===== src/rtl/rx_dest_filter_pkg.sv =====
package rx_dest_filter_pkg;

    localparam int ADDR_W     = 48;
    localparam int FLAG_W     = 16;
    localparam int FLAG_RXOK  = 8;
    localparam int FLAG_MCAST = 9;
    localparam int FLAG_UCAST = 10;
    localparam int FLAG_BCAST = 11;

    typedef enum logic [1:0] {
        DST_UCAST,
        DST_MCAST,
        DST_BCAST
    } dst_class_e;

    typedef struct packed {
        logic              hit;
        logic [FLAG_W-1:0] flags;
    } addr_verdict_t;

    typedef struct packed {
        logic        keep;
        logic        pad;
        logic [15:0] len;
    } len_verdict_t;

    function automatic dst_class_e classify(input logic [ADDR_W-1:0] dst);
        if (&dst)
            return DST_BCAST;
        else if (dst[ADDR_W-8])
            return DST_MCAST;
        else
            return DST_UCAST;
    endfunction

    function automatic logic [FLAG_W-1:0] flag_bit(input int pos);
        logic [FLAG_W-1:0] f;
        f = '0;
        f[pos] = 1'b1;
        return f;
    endfunction

endpackage


===== src/rtl/rx_dest_collect.sv =====
module rx_dest_collect #(
    parameter int ADDR_BYTES = 6
) (
    input  logic                  clk,
    input  logic                  rst,
    input  logic                  sof,
    input  logic                  byte_vld,
    input  logic [7:0]            byte_dat,
    output logic [ADDR_BYTES*8-1:0] dst_now,
    output logic                  last_byte
);
    localparam int DW    = ADDR_BYTES * 8;
    localparam int CNT_W = $clog2(ADDR_BYTES + 1);

    logic [DW-1:0]    dst_q;
    logic [CNT_W-1:0] cnt_q;

    assign dst_now   = {dst_q[DW-9:0], byte_dat};
    assign last_byte = byte_vld && !sof && (cnt_q == CNT_W'(ADDR_BYTES - 1));

    always_ff @(posedge clk) begin
        if (rst) begin
            dst_q <= '0;
            cnt_q <= '0;
        end else if (byte_vld) begin
            if (sof) begin
                dst_q <= {{(DW-8){1'b0}}, byte_dat};
                cnt_q <= CNT_W'(1);
            end else if (cnt_q < CNT_W'(ADDR_BYTES)) begin
                dst_q <= dst_now;
                cnt_q <= cnt_q + CNT_W'(1);
            end
        end
    end
endmodule


===== src/rtl/rx_dest_match.sv =====
module rx_dest_match
    import rx_dest_filter_pkg::*;
(
    input  logic [ADDR_W-1:0] dst,
    input  logic [ADDR_W-1:0] station_addr,
    input  logic              line_rx_on,
    input  logic              acc_prom,
    input  logic              acc_bcast,
    input  logic              acc_mcast,
    input  logic              acc_ucast,
    output addr_verdict_t     verdict
);
    dst_class_e cls;

    always_comb begin
        cls           = classify(dst);
        verdict.hit   = 1'b0;
        verdict.flags = '0;
        if (!line_rx_on) begin
            verdict.hit = 1'b0;
        end else if (acc_prom) begin
            verdict.hit = 1'b1;
        end else begin
            unique case (cls)
                DST_BCAST: begin
                    verdict.hit = acc_bcast;
                    if (acc_bcast) verdict.flags = flag_bit(FLAG_BCAST);
                end
                DST_MCAST: begin
                    verdict.hit = acc_mcast;
                    if (acc_mcast) verdict.flags = flag_bit(FLAG_MCAST);
                end
                default: begin
                    if (acc_ucast) begin
                        verdict.hit = (dst == station_addr);
                        if (dst == station_addr) verdict.flags = flag_bit(FLAG_UCAST);
                    end else begin
                        verdict.hit = 1'b1;
                    end
                end
            endcase
        end
    end
endmodule


===== src/rtl/rx_len_rules.sv =====
module rx_len_rules
    import rx_dest_filter_pkg::*;
#(
    parameter int MIN_LEN = 8,
    parameter int PAD_LEN = 64,
    parameter int MAX_LEN = 1518
) (
    input  logic [15:0]  raw_len,
    output len_verdict_t verdict
);
    always_comb begin
        verdict.keep = 1'b1;
        verdict.pad  = 1'b0;
        verdict.len  = raw_len;
        if (raw_len < 16'(MIN_LEN)) begin
            verdict.keep = 1'b0;
            verdict.len  = '0;
        end else if (raw_len < 16'(PAD_LEN)) begin
            verdict.pad = 1'b1;
            verdict.len = 16'(PAD_LEN);
        end else if (raw_len > 16'(MAX_LEN)) begin
            verdict.len = 16'(MAX_LEN);
        end
    end
endmodule


===== src/rtl/rx_dest_filter.sv =====
module rx_dest_filter
    import rx_dest_filter_pkg::*;
#(
    parameter int MIN_LEN = 8,
    parameter int PAD_LEN = 64,
    parameter int MAX_LEN = 1518
) (
    input  logic        clk,
    input  logic        rst,
    input  logic        sof,
    input  logic        byte_vld,
    input  logic [7:0]  byte_dat,
    input  logic        eof,
    input  logic [15:0] frame_len,
    input  logic [47:0] station_addr,
    input  logic        line_rx_on,
    input  logic        acc_prom,
    input  logic        acc_bcast,
    input  logic        acc_mcast,
    input  logic        acc_ucast,
    input  logic        rxok_ie,
    input  logic        evt_clr,
    output logic        addr_done,
    output logic        addr_hit,
    output logic        frm_done,
    output logic        frm_ok,
    output logic [15:0] frm_len,
    output logic        frm_pad,
    output logic        rx_irq,
    output logic [15:0] evt_word,
    output logic [15:0] sts_word
);
    localparam int ADDR_BYTES = ADDR_W / 8;

    logic [ADDR_W-1:0] dst_now;
    logic              last_byte;
    addr_verdict_t     av;
    len_verdict_t      lv;
    logic              decided_q;
    logic              ok_now;
    logic [FLAG_W-1:0] set_mask;

    rx_dest_collect #(.ADDR_BYTES(ADDR_BYTES)) u_collect (
        .clk       (clk),
        .rst       (rst),
        .sof       (sof),
        .byte_vld  (byte_vld),
        .byte_dat  (byte_dat),
        .dst_now   (dst_now),
        .last_byte (last_byte)
    );

    rx_dest_match u_match (
        .dst          (dst_now),
        .station_addr (station_addr),
        .line_rx_on   (line_rx_on),
        .acc_prom     (acc_prom),
        .acc_bcast    (acc_bcast),
        .acc_mcast    (acc_mcast),
        .acc_ucast    (acc_ucast),
        .verdict      (av)
    );

    rx_len_rules #(.MIN_LEN(MIN_LEN), .PAD_LEN(PAD_LEN), .MAX_LEN(MAX_LEN)) u_len (
        .raw_len (frame_len),
        .verdict (lv)
    );

    assign ok_now   = eof && decided_q && addr_hit && lv.keep;
    assign set_mask = (last_byte && av.hit ? av.flags : '0)
                    | (ok_now ? flag_bit(FLAG_RXOK) : '0);

    always_ff @(posedge clk) begin
        if (rst) begin
            addr_done <= 1'b0;
            addr_hit  <= 1'b0;
            decided_q <= 1'b0;
            frm_done  <= 1'b0;
            frm_ok    <= 1'b0;
            frm_len   <= '0;
            frm_pad   <= 1'b0;
            rx_irq    <= 1'b0;
            evt_word  <= '0;
            sts_word  <= '0;
        end else begin
            addr_done <= last_byte;
            if (sof && byte_vld) begin
                addr_hit  <= 1'b0;
                decided_q <= 1'b0;
            end else if (last_byte) begin
                addr_hit  <= av.hit;
                decided_q <= 1'b1;
            end
            frm_done <= eof;
            frm_ok   <= ok_now;
            rx_irq   <= ok_now && rxok_ie;
            if (eof) begin
                frm_len <= lv.len;
                frm_pad <= lv.pad;
            end
            evt_word <= (evt_clr ? '0 : evt_word) | set_mask;
            sts_word <= ((sof && byte_vld) ? '0 : sts_word) | set_mask;
        end
    end
endmodule


===== config.mk =====
export PLATFORM = sky130hd
export DESIGN_NAME = rx_dest_filter
export DESIGN_NICKNAME = d
export VERILOG_FILES = /design/src/rtl/rx_dest_filter_pkg.sv /design/src/rtl/rx_dest_collect.sv /design/src/rtl/rx_dest_match.sv /design/src/rtl/rx_len_rules.sv /design/src/rtl/rx_dest_filter.sv
export SDC_FILE = /design/constraint.sdc
export NUM_CORES = 1
export LEC_CHECK = 0
export CORE_MARGIN = 4
export CORE_UTILIZATION = 44
export DETAILED_ROUTE_END_ITERATION = 10
export GPL_ROUTABILITY_DRIVEN = 0
export PLACE_DENSITY = 0.8
export SLEW_MARGIN = 0
export SYNTH_ARGS = -nofsm -noshare
export SYNTH_HDL_FRONTEND = slang
export SYNTH_SLANG_ARGS = --single-unit
export TNS_END_PERCENT = 1

===== constraint.sdc =====
create_clock -name clk -period 2.33 [get_ports clk]
set_input_delay 0.466 -clock clk [delete_from_list [all_inputs] [get_ports clk]]
set_output_delay 0.466 -clock clk [all_outputs]
set_load 0.02 [all_outputs]

======== Yosys cells after proc, flatten, opt, wreduce, memory -nomap -nowiden ========
Cells that the tools add are included.
storage, ports and cells
  memories kept ........................... 0
  flip-flop bits (word level) ............. 98
  bits in writable memories ............... 0
  bits in latches ......................... 0
  logic and storage cells ................. 63
  ROM bits ................................ 0
  input bits .............................. 84
cells by class
  shifts and indexed selects .............. 0
  bitwise logic cells ..................... 3
  equal/unequal tests ..................... 4
  add/sub/neg operators ................... 1
  magnitude comparators ................... 4
  multipliers ............................. 0
  reduce and logical (&&, ||, !) cells .... 13
  div/mod/pow operators ................... 0
  mux-type cells .......................... 26
operators with widths
  cell                    count
  $mux W16                8
  $mux W40                2
  $eq A48 B48 Y1          1
  $reduce_and A48 Y1      1
  $pmux W17 S2            1
  $or A16 B16 Y16         2
  $mux W11                2
  $gt A16 B11 Y1 const B  1
  $lt A16 B4 Y1 const B   1
  $lt A16 B7 Y1 const B   1
  $or A16 B9 Y16          1
  $mux W12                1
  $mux W10                1
  $mux W9                 1
  $logic_and A1 B1 Y1     8
  $mux W1                 7
  $mux W3                 2
  $add A3 B1 Y3 const B   1
  $eq A3 B3 Y1 const B    1
  $lt A3 B3 Y1 const B    1
  $eq A2 B1 Y1 const B    1
  $eq A2 B2 Y1 const B    1
  $mux W2                 1
  $reduce_and A2 Y1       1
  3 further kinds         3

======== Depth between registers and ports, before layout ========
Gate-level depths: netlist of run 1.
  depth in word-level cells ............... 10
  gate-level depth with buffers ........... 7
  mapped depth without buffers ............ 7

======== By module ========
A second synthesis of run 1 with hierarchy kept.
unflattened totals
  cells, all modules ...................... 502
  area total of the unflattened synthesis .. 4708.3 um2
modules (own cells, without submodules)
  module           cells each  times used  area an instance (um2)
  rx_dest_collect  214         1           1890.6
  rx_dest_filter   145         1           1780.5
  rx_dest_match    103         1           799.5
  rx_len_rules     40          1           237.7

======== Worst setup path before layout of run 1 ========
No wires, ideal clock.
  kind .................................... input-to-reg
  from .................................... input frame_len[11]
  to ...................................... register rx_irq
  cell stages on the path ................. 5
  slack ................................... 0.472 ns
  buffers on the path ..................... 0
  arrival time ............................ 1.743 ns
  path through ............................ or4_4 > nor4_4 > nand2_2 > and4_4 > and2_1
on the way
  cells in the longest elaborated chain, start to end .. 4
ends and longest elaborated chain
  element               line                  text
  from (decl)           rx_dest_filter.sv:14  input logic [15:0] frame_len,
  $lt A16 B4 Y1         rx_len_rules.sv:15    if (raw_len < 16'(MIN_LEN)) begin
  $mux W1               rx_len_rules.sv:15
  $logic_and A1 B1 Y1   rx_dest_filter.sv:69  assign ok_now = eof && decided_q && addr_hit && lv.keep;
  $logic_and A1 B1 Y1   rx_dest_filter.sv:96  rx_irq <= ok_now && rxok_ie;
  to (signal assigned)  rx_dest_filter.sv:96
  to (decl)             rx_dest_filter.sv:29  output logic rx_irq,
No other way between the ends.
A chain may end at the register's enable or synchronous reset.

======== Worst setup path after layout of run 1 ========
  from .................................... input byte_dat[5]
  to ...................................... register evt_word[10]
on the way
  cells in the longest elaborated chain, start to end .. 10
  elaborated cells between the ends (all ways) .. 17
  those cells by class .................... eq/ne (3); mux (10); bitwise (2); reduce/logical (2)
ends and longest elaborated chain
  element                                              line                      text
  from (decl)                                          rx_dest_filter.sv:12      input logic [7:0] byte_dat,
  $reduce_and A48 Y1                                   rx_dest_filter_pkg.sv:28  if (&dst)
  $mux W2                                              rx_dest_filter_pkg.sv:28
  $eq A2 B1 Y1 / $eq A2 B2 Y1 (equally long branches)  rx_dest_match.sv:24       unique case (cls)
  $pmux W17 S2 *                                       rx_dest_match.sv:24
  $mux W1                                              rx_dest_match.sv:21       end else if (acc_prom) begin
  $mux W1                                              rx_dest_match.sv:19       if (!line_rx_on) begin
  $logic_and A1 B1 Y1                                  rx_dest_filter.sv:70      assign set_mask = (last_byte && av.hit ? av.flags : '0)
  $mux W16 *                                           rx_dest_filter.sv:70
  $or A16 B9 Y16 *                                     rx_dest_filter.sv:71      | (ok_now ? flag_bit(FLAG_RXOK) : '0);
  $or A16 B16 Y16 *                                    rx_dest_filter.sv:101     evt_word <= (evt_clr ? '0 : evt_word) | set_mask;
  to (signal assigned)                                 rx_dest_filter.sv:101
  to (decl)                                            rx_dest_filter.sv:30      output logic [15:0] evt_word,
Mark *: on every way between the ends. The rest lies on a longest branch, timed or not.

==> results of run 1 <==
==> sequential cells by signal (all words and copies together) (netlist names), 3 cells and up <==
register,cells
evt_word,4
frm_len,16
sts_word,4
u_collect.cnt_q,3
u_collect.dst_q,40
==> cells by family (layout without fill, tap and decap cells) <==
family | after synthesis | after routing | share of synthesized area
simple gates | 173 | 173 | 0.2726
flops | 74 | 74 | 0.4030
xor+xnor | 49 | 49 | 0.1167
buf+inv | 47 | 149 | 0.07250
compound gates | 79 | 79 | 0.1273
fa+ha+maj | 2 | 2 | 0.006806
other cells | 1 | 24 | 0.001020
==> metrics by stage <==
step,hold WS (ps),TNS [ps],total power [W],utilization,instances
2_1_floorplan,435.6,0,0.001557,-,448
3_3_place_gp,433.7,0,0.001756,0.6009,640
3_5_place_dp,442.4,-60.24,0.001763,0.6009,640
4_1_cts,453.9,0,0.002960,0.6302,655
5_1_grt,473.8,0,0.003043,0.6302,655
6_report,451.6,0,0.002943,0.6302,655
==> critical path, delay by kind of cell <==
family                 cells  cell delay [ps]
AND/OR/NAND/NOR            3              630
XOR/XNOR                   1              230
buffers and inverters      2              720
AO/OA/AOI/OAI              1              260
==> worst paths after layout <==
kind / startpoint / endpoint
min reg2reg: frm_len[7] / frm_len[7]
min: frm_len[7] / frm_len[7]
max reg2reg: u_collect.dst_q[20] / sts_word[9]
max: byte_dat[5] / evt_word[10]
==> cell type report <==
class | instances | area (µm²) | share of cell area
Multi-Input combinational cell | 327 | 2018 | 0.3917
Clock inverter | 5 | 102.6 | 0.01991
Inverter | 4 | 15.01 | 0.002914
Timing Repair Buffer | 130 | 1266 | 0.2457
Clock buffer | 10 | 137.6 | 0.02671
Tap cell | 105 | 131.4 | 0.02550
Sequential cell | 74 | 1481 | 0.2875
==> power by group <==
part,total [W],switching [W],internal (W)
sequential,0.00131,0.0000233,0.00129
combinational,0.000424,0.000200,0.000224
clock,0.00121,0.000475,0.000733
total,0.00294,0.000698,0.00224
==> layer usage <==
layer,part of all wire,GRT usage,up-vias
met3,0.095,0.05540,32
met1,0.41,0.2518,1609
met2,0.46,0.3383,183
met4,0.040,0.1082,0
met5,0,0,-
li1,-,-,1677
==> cells in the final DEF (no fill, tap or decap), types with 2 or more instances in the layout <==
cell type,count
ha_1,2
nor4_4,2
nand3_1,2
inv_1,4
o21ai_0,2
a21o_1,7
nor3b_1,3
a21oi_1,45
nand3b_1,33
nor2_1,13
nor3_1,3
o31ai_1,3
xnor2_1,49
nand2b_1,4
a31o_1,2
nor4_1,6
and2_1,8
o21ai_1,8
dfxtp_1,74
nand4_1,26
clkbuf_8,10
nand2_1,61
clkdlybuf4s50_1,112
conb_1,24
bufinv_16,3
a211oi_1,3
buf_4,16
==> results.cfg, run 1 <==
[yosys]
yosysTopAreaCell = dfxtp_1
synth_top_area_share = 0.4030
synth_enable_flop_cells = 0
synth_cells = 425
yosys-top-cells-count = 74 x dfxtp_1, 61 x nand2_1, 49 x xnor2_1
yosysMostFrequentCell = dfxtp_1
ys_ff_latch = 74
syn_area_per_cell_um2 = 8.649
post_synth_main_area_contributors = dfxtp_1 40%, xnor2_1 12%, nand3b_1 6.7%
yosysSeqAreaShare = 0.4030
synth-main-ff-cell = dfxtp_1
post_synth_cell_types = 46
async_reset_ff_frac = 0
syn_area_um2 = 3676
yosys_warns = 0

[route]
via_per_inst = 5.345
wl_per_cell_um = 15.96
route.final.wire_length_um = 10450
drc_errors = 0
drt_iter0_drc = 174
drt-pass1-iter-count = 5
postRouteAntennaNets = 0
routed-via-count = 3501

[global_route]
antenna_found_initial = 0
grt_max_degree = 43
grtUsageTotal = 0.2080
number_of_global_route_vias_before_repair = 3376
grt_overflow = 0
wire_length_of_the_first_global_routing_pass_um = 16240

[critical_path]
worst-path-max-fanout = 3
cpPeakStageDelay_ps = 520
crit_path_top_delay_cell = clkdlybuf4s50_1
type_of_origin_of_the_critical_path = input port
reg2regPathDepth = 5
crit_path_required_time_ps = 2590
critPathArrivalTime_ps = 2300
r2r_slack_ps = 490
worstSetupEndpointType = flip-flop
timing.critical_path.cells = clkdlybuf4s50_1 > xnor2_1 > nand4_1 > nor4_1 > buf_4 > nand3_1 > o31ai_1
crit_type = input port to flip-flop

[clock_network]
tritoncts_num_sinks = 74
post_cts.resized_instances = 0
clock_insertion_delay_worst_skew_ps = 350
cts_buffers = 9
cts.reportedPaths.clkPinSlew_ps = 80
ctsRootBufferMaster = clkbuf_8
postCtsHoldBufs = 0
cts_max_path_buffers = 2
ctsHtreeMaxLevel = 3
cts_tree = done
post_cts.repair.setup_buffers = 0

[sta]
fmax_mhz = 490.0
timing.slew.headroom = 0.6010
tightest_slew_ps = 596.3
setup_repair_after_global_routing_missed_its_margin = no
setup-violations-final = 0
finalCritPeriodShare = 0.8758
timing.final.max_slew_violations = 0
finalWorstPathRequiredPeriod_ps = 2041
hold_viol_final = 0
fin_ws_ps = 289.3
final_worst_clock_skew_ps = 6.841

[layout]
num-fill-cells = 690
area.growth.synth_to_final_pct = 40.16
fin_nets = 632
diodes = 0
share_of_final_layout_standard_cells_stronger_than_drive_strength_1 = 0.08364
layout.cell_area.non_filler_um2 = 5152

[die]
design.portCount = 138
initial_core_utilization = 0.4496
dieArea_um2 = 9881
core_region_area_um2 = 8175
die_height_um = 99.41
placementRows = 33
dieWidth_um = 99.41

[place]
hpwl_um = 8062
place_worst_setup_slack_ps = -29.80
placement.io_buffers = 113
placed_cell_area_um2 = 4912

[worst_hold_path]
min-delay-path-class = flip-flop to flip-flop
min_delay_path_depth = 2

[pwr]
power_density_nw_per_um2 = 571.2
power_leakage_nw = 1.795
irDropWorstVdd_v = 0.0004122

[outcome]
run_status = complete, no violations

[job]
cap_violations = 0
No activity file was read; power rests on OpenSTA's default activity.
==> run 2, diff against run 1 <==
--- a/config.mk
+++ b/config.mk
@@ -9,7 +9,7 @@
 export CORE_UTILIZATION = 44
 export DETAILED_ROUTE_END_ITERATION = 10
 export GPL_ROUTABILITY_DRIVEN = 0
-export PLACE_DENSITY = 0.8
+export PLACE_DENSITY = 0.89
 export SLEW_MARGIN = 0
 export SYNTH_ARGS = -nofsm -noshare
 export SYNTH_HDL_FRONTEND = slang
==> results.cfg, run 2 (synthesis gave the netlist of run 1 again) <==
[outcome]
run_status = complete, no violations

[critical_path]
worst_r2r_start = u_collect.dst_q[32]
crit_path_required_time_ps = 2590
crit_type = input port to flip-flop
worst-path-stages = 7
type_of_origin_of_the_critical_path = input port
r2r_slack_ps = 460
destination_of_the_worst_register_to_register_timing_path = evt_word[9]
crit_end = sts_word[10]
critPathArrivalTime_ps = 2270
cpPeakStageDelay_ps = 450
worstSetupEndpointType = flip-flop
reg2regPathDepth = 6
worst-path-max-fanout = 3
cpLargestDelayFamily = simple AND/OR/NAND/NOR gates
critPathLaunch = byte_dat[3]
crit_path_top_delay_cell = clkdlybuf4s50_1
timing.critical_path.cells = clkdlybuf4s50_1 > xnor2_1 > nand4_1 > nor4_1 > buf_4 > nand3_1 > o31ai_1
critPathBufInv = 2

[pwr]
power.share.combinational = 0.166
power_leakage_nw = 1.783
p_clk_frac = 0.335
p_int_w = 0.001970
irDropWorstVdd_v = 0.0003160
power_density_nw_per_um2 = 515.4
share_seq_of_total_power = 0.499
power.switching_w = 0.0006618
switching_share = 0.2514

[sta]
timing.final.max_slew_violations = 0
timing.slew.headroom = 0.6024
setup_repair_after_global_routing_missed_its_margin = no
final_worst_clock_skew_ps = 7.057
tightest_slew_ps = 594.2
setup-violations-final = 0
finalWorstPathRequiredPeriod_ps = 2012
fin_ws_ps = 318.0
finalCritPeriodShare = 0.8635
fmax_mhz = 497.0
hold_viol_final = 0

[global_route]
global_route.peak_usage_layer = met2
grt_overflow = 0
number_of_global_route_vias_before_repair = 3378
met2_usage = 0.3600
grtUsageTotal = 0.2152
globalRouteMet3Util = 0.05680
wire_length_of_the_first_global_routing_pass_um = 16730
antenna_found_initial = 0
global_route.usage.met1 = 0.2527
grt_max_degree = 43

[clock_network]
tritoncts_num_sinks = 74
cts_buffers = 9
post_cts.resized_instances = 0
cts_max_path_buffers = 2
ctsRootBufferMaster = clkbuf_8
ctsHtreeMaxLevel = 3
postCtsHoldBufs = 0
cts.reportedPaths.clkPinSlew_ps = 70
cts_tree = done
clock_insertion_delay_worst_skew_ps = 340
post_cts.repair.setup_buffers = 0

[layout]
diodes = 0
max_flop_register = u_collect.dst_q
mostFrequentLayoutCells = 112 x clkdlybuf4s50_1, 74 x dfxtp_1, 61 x nand2_1, 49 x xnor2_1, 45 x a21oi_1
layout.cells.non_filler = 656
fin_nets = 636
largest_reg_flops = 40
layout.cell_area.non_filler_um2 = 5107
area.growth.synth_to_final_pct = 38.94
share_of_final_layout_standard_cells_stronger_than_drive_strength_1 = 0.08530
most_common_cell_after_layout_fill_and_taps_aside = clkdlybuf4s50_1
largestRegisters = u_collect.dst_q (40), frm_len (16)

[route]
routed-via-count = 3540
via_per_inst = 5.396
drt_iter0_drc = 341
drt-pass1-iter-count = 5
postRouteAntennaNets = 0
drc_errors = 0
wl_per_cell_um = 16.54
route.final.wire_length_um = 10850

[place]
dp_cells = 644
place_worst_setup_slack_ps = -34.38
hpwl_um = 8393
placed_cell_area_um2 = 4942
placement.io_buffers = 113

[worst_hold_path]
min-delay-path-class = flip-flop to flip-flop

[die]
placementRows = 33
initial_core_utilization = 0.4496
core_region_area_um2 = 8175
design.portCount = 138
dieWidth_um = 99.41
die_height_um = 99.41
dieArea_um2 = 9881

[job]
cap_violations = 0
run 2: area by class of cell:
| type | count | area [µm²] |
|---|---|---|
| flip-flops and latches | 74 | 1481 |
| fillers | 669 | 3068 |
| inverters | 4 | 15.01 |
| well taps | 105 | 131.4 |
| repair buffers | 134 | 1296 |
| clock buffers | 12 | 165.2 |
| multi-input cells | 327 | 2018 |
run 2: per-layer routing:
layer  routed length (µm)  up-vias  share of wire
met5                    0        -              0
met4                  379        0          0.035
met3                 1120       35           0.10
li1                     -     1682              -
met2                 5166      212           0.48
met1                 4187     1611           0.39
run 2: stage by stage:
step	hold WS [ps]	utilization	TNS (ps)	power [W]
5_1_grt	474.9	0.6247	0	0.002734
6_report	453.4	0.6247	0	0.002632
2_1_floorplan	435.6	-	0	0.001557
3_3_place_gp	438.6	0.6045	-81.49	0.001766
3_5_place_dp	440.3	0.6045	-44.23	0.001773
4_1_cts	454.6	0.6247	0	0.002641
run 2: power groups by stage:
stage / clock network [W] / logic, W / registers, W
floorplan: 0 / 0.000207 / 0.00135
global placement: 0 / 0.000426 / 0.00134
detailed placement: 0 / 0.000431 / 0.00134
CTS: 0.000894 / 0.000434 / 0.00131
global route: 0.000955 / 0.000464 / 0.00132
finish: 0.000881 / 0.000438 / 0.00131
run 2: tightest hold or removal path, cell delays in order, from the launching register on:
cell and delay (ps):
dfxtp_1 320, nand2_1 50, o21ai_1 50
run 2: how the worst min path moves through the flow:
stage | startpoint | endpoint | cells past startpoint
global placement | frm_len[8] | frm_len[8] | 2
CTS | frm_len[3] | frm_len[3] | 2
detailed placement | evt_word[8] | evt_word[8] | 1
global route | evt_word[8] | evt_word[8] | 1
finish | frm_len[3] | frm_len[3] | 2
floorplan | decided_q | decided_q | 2
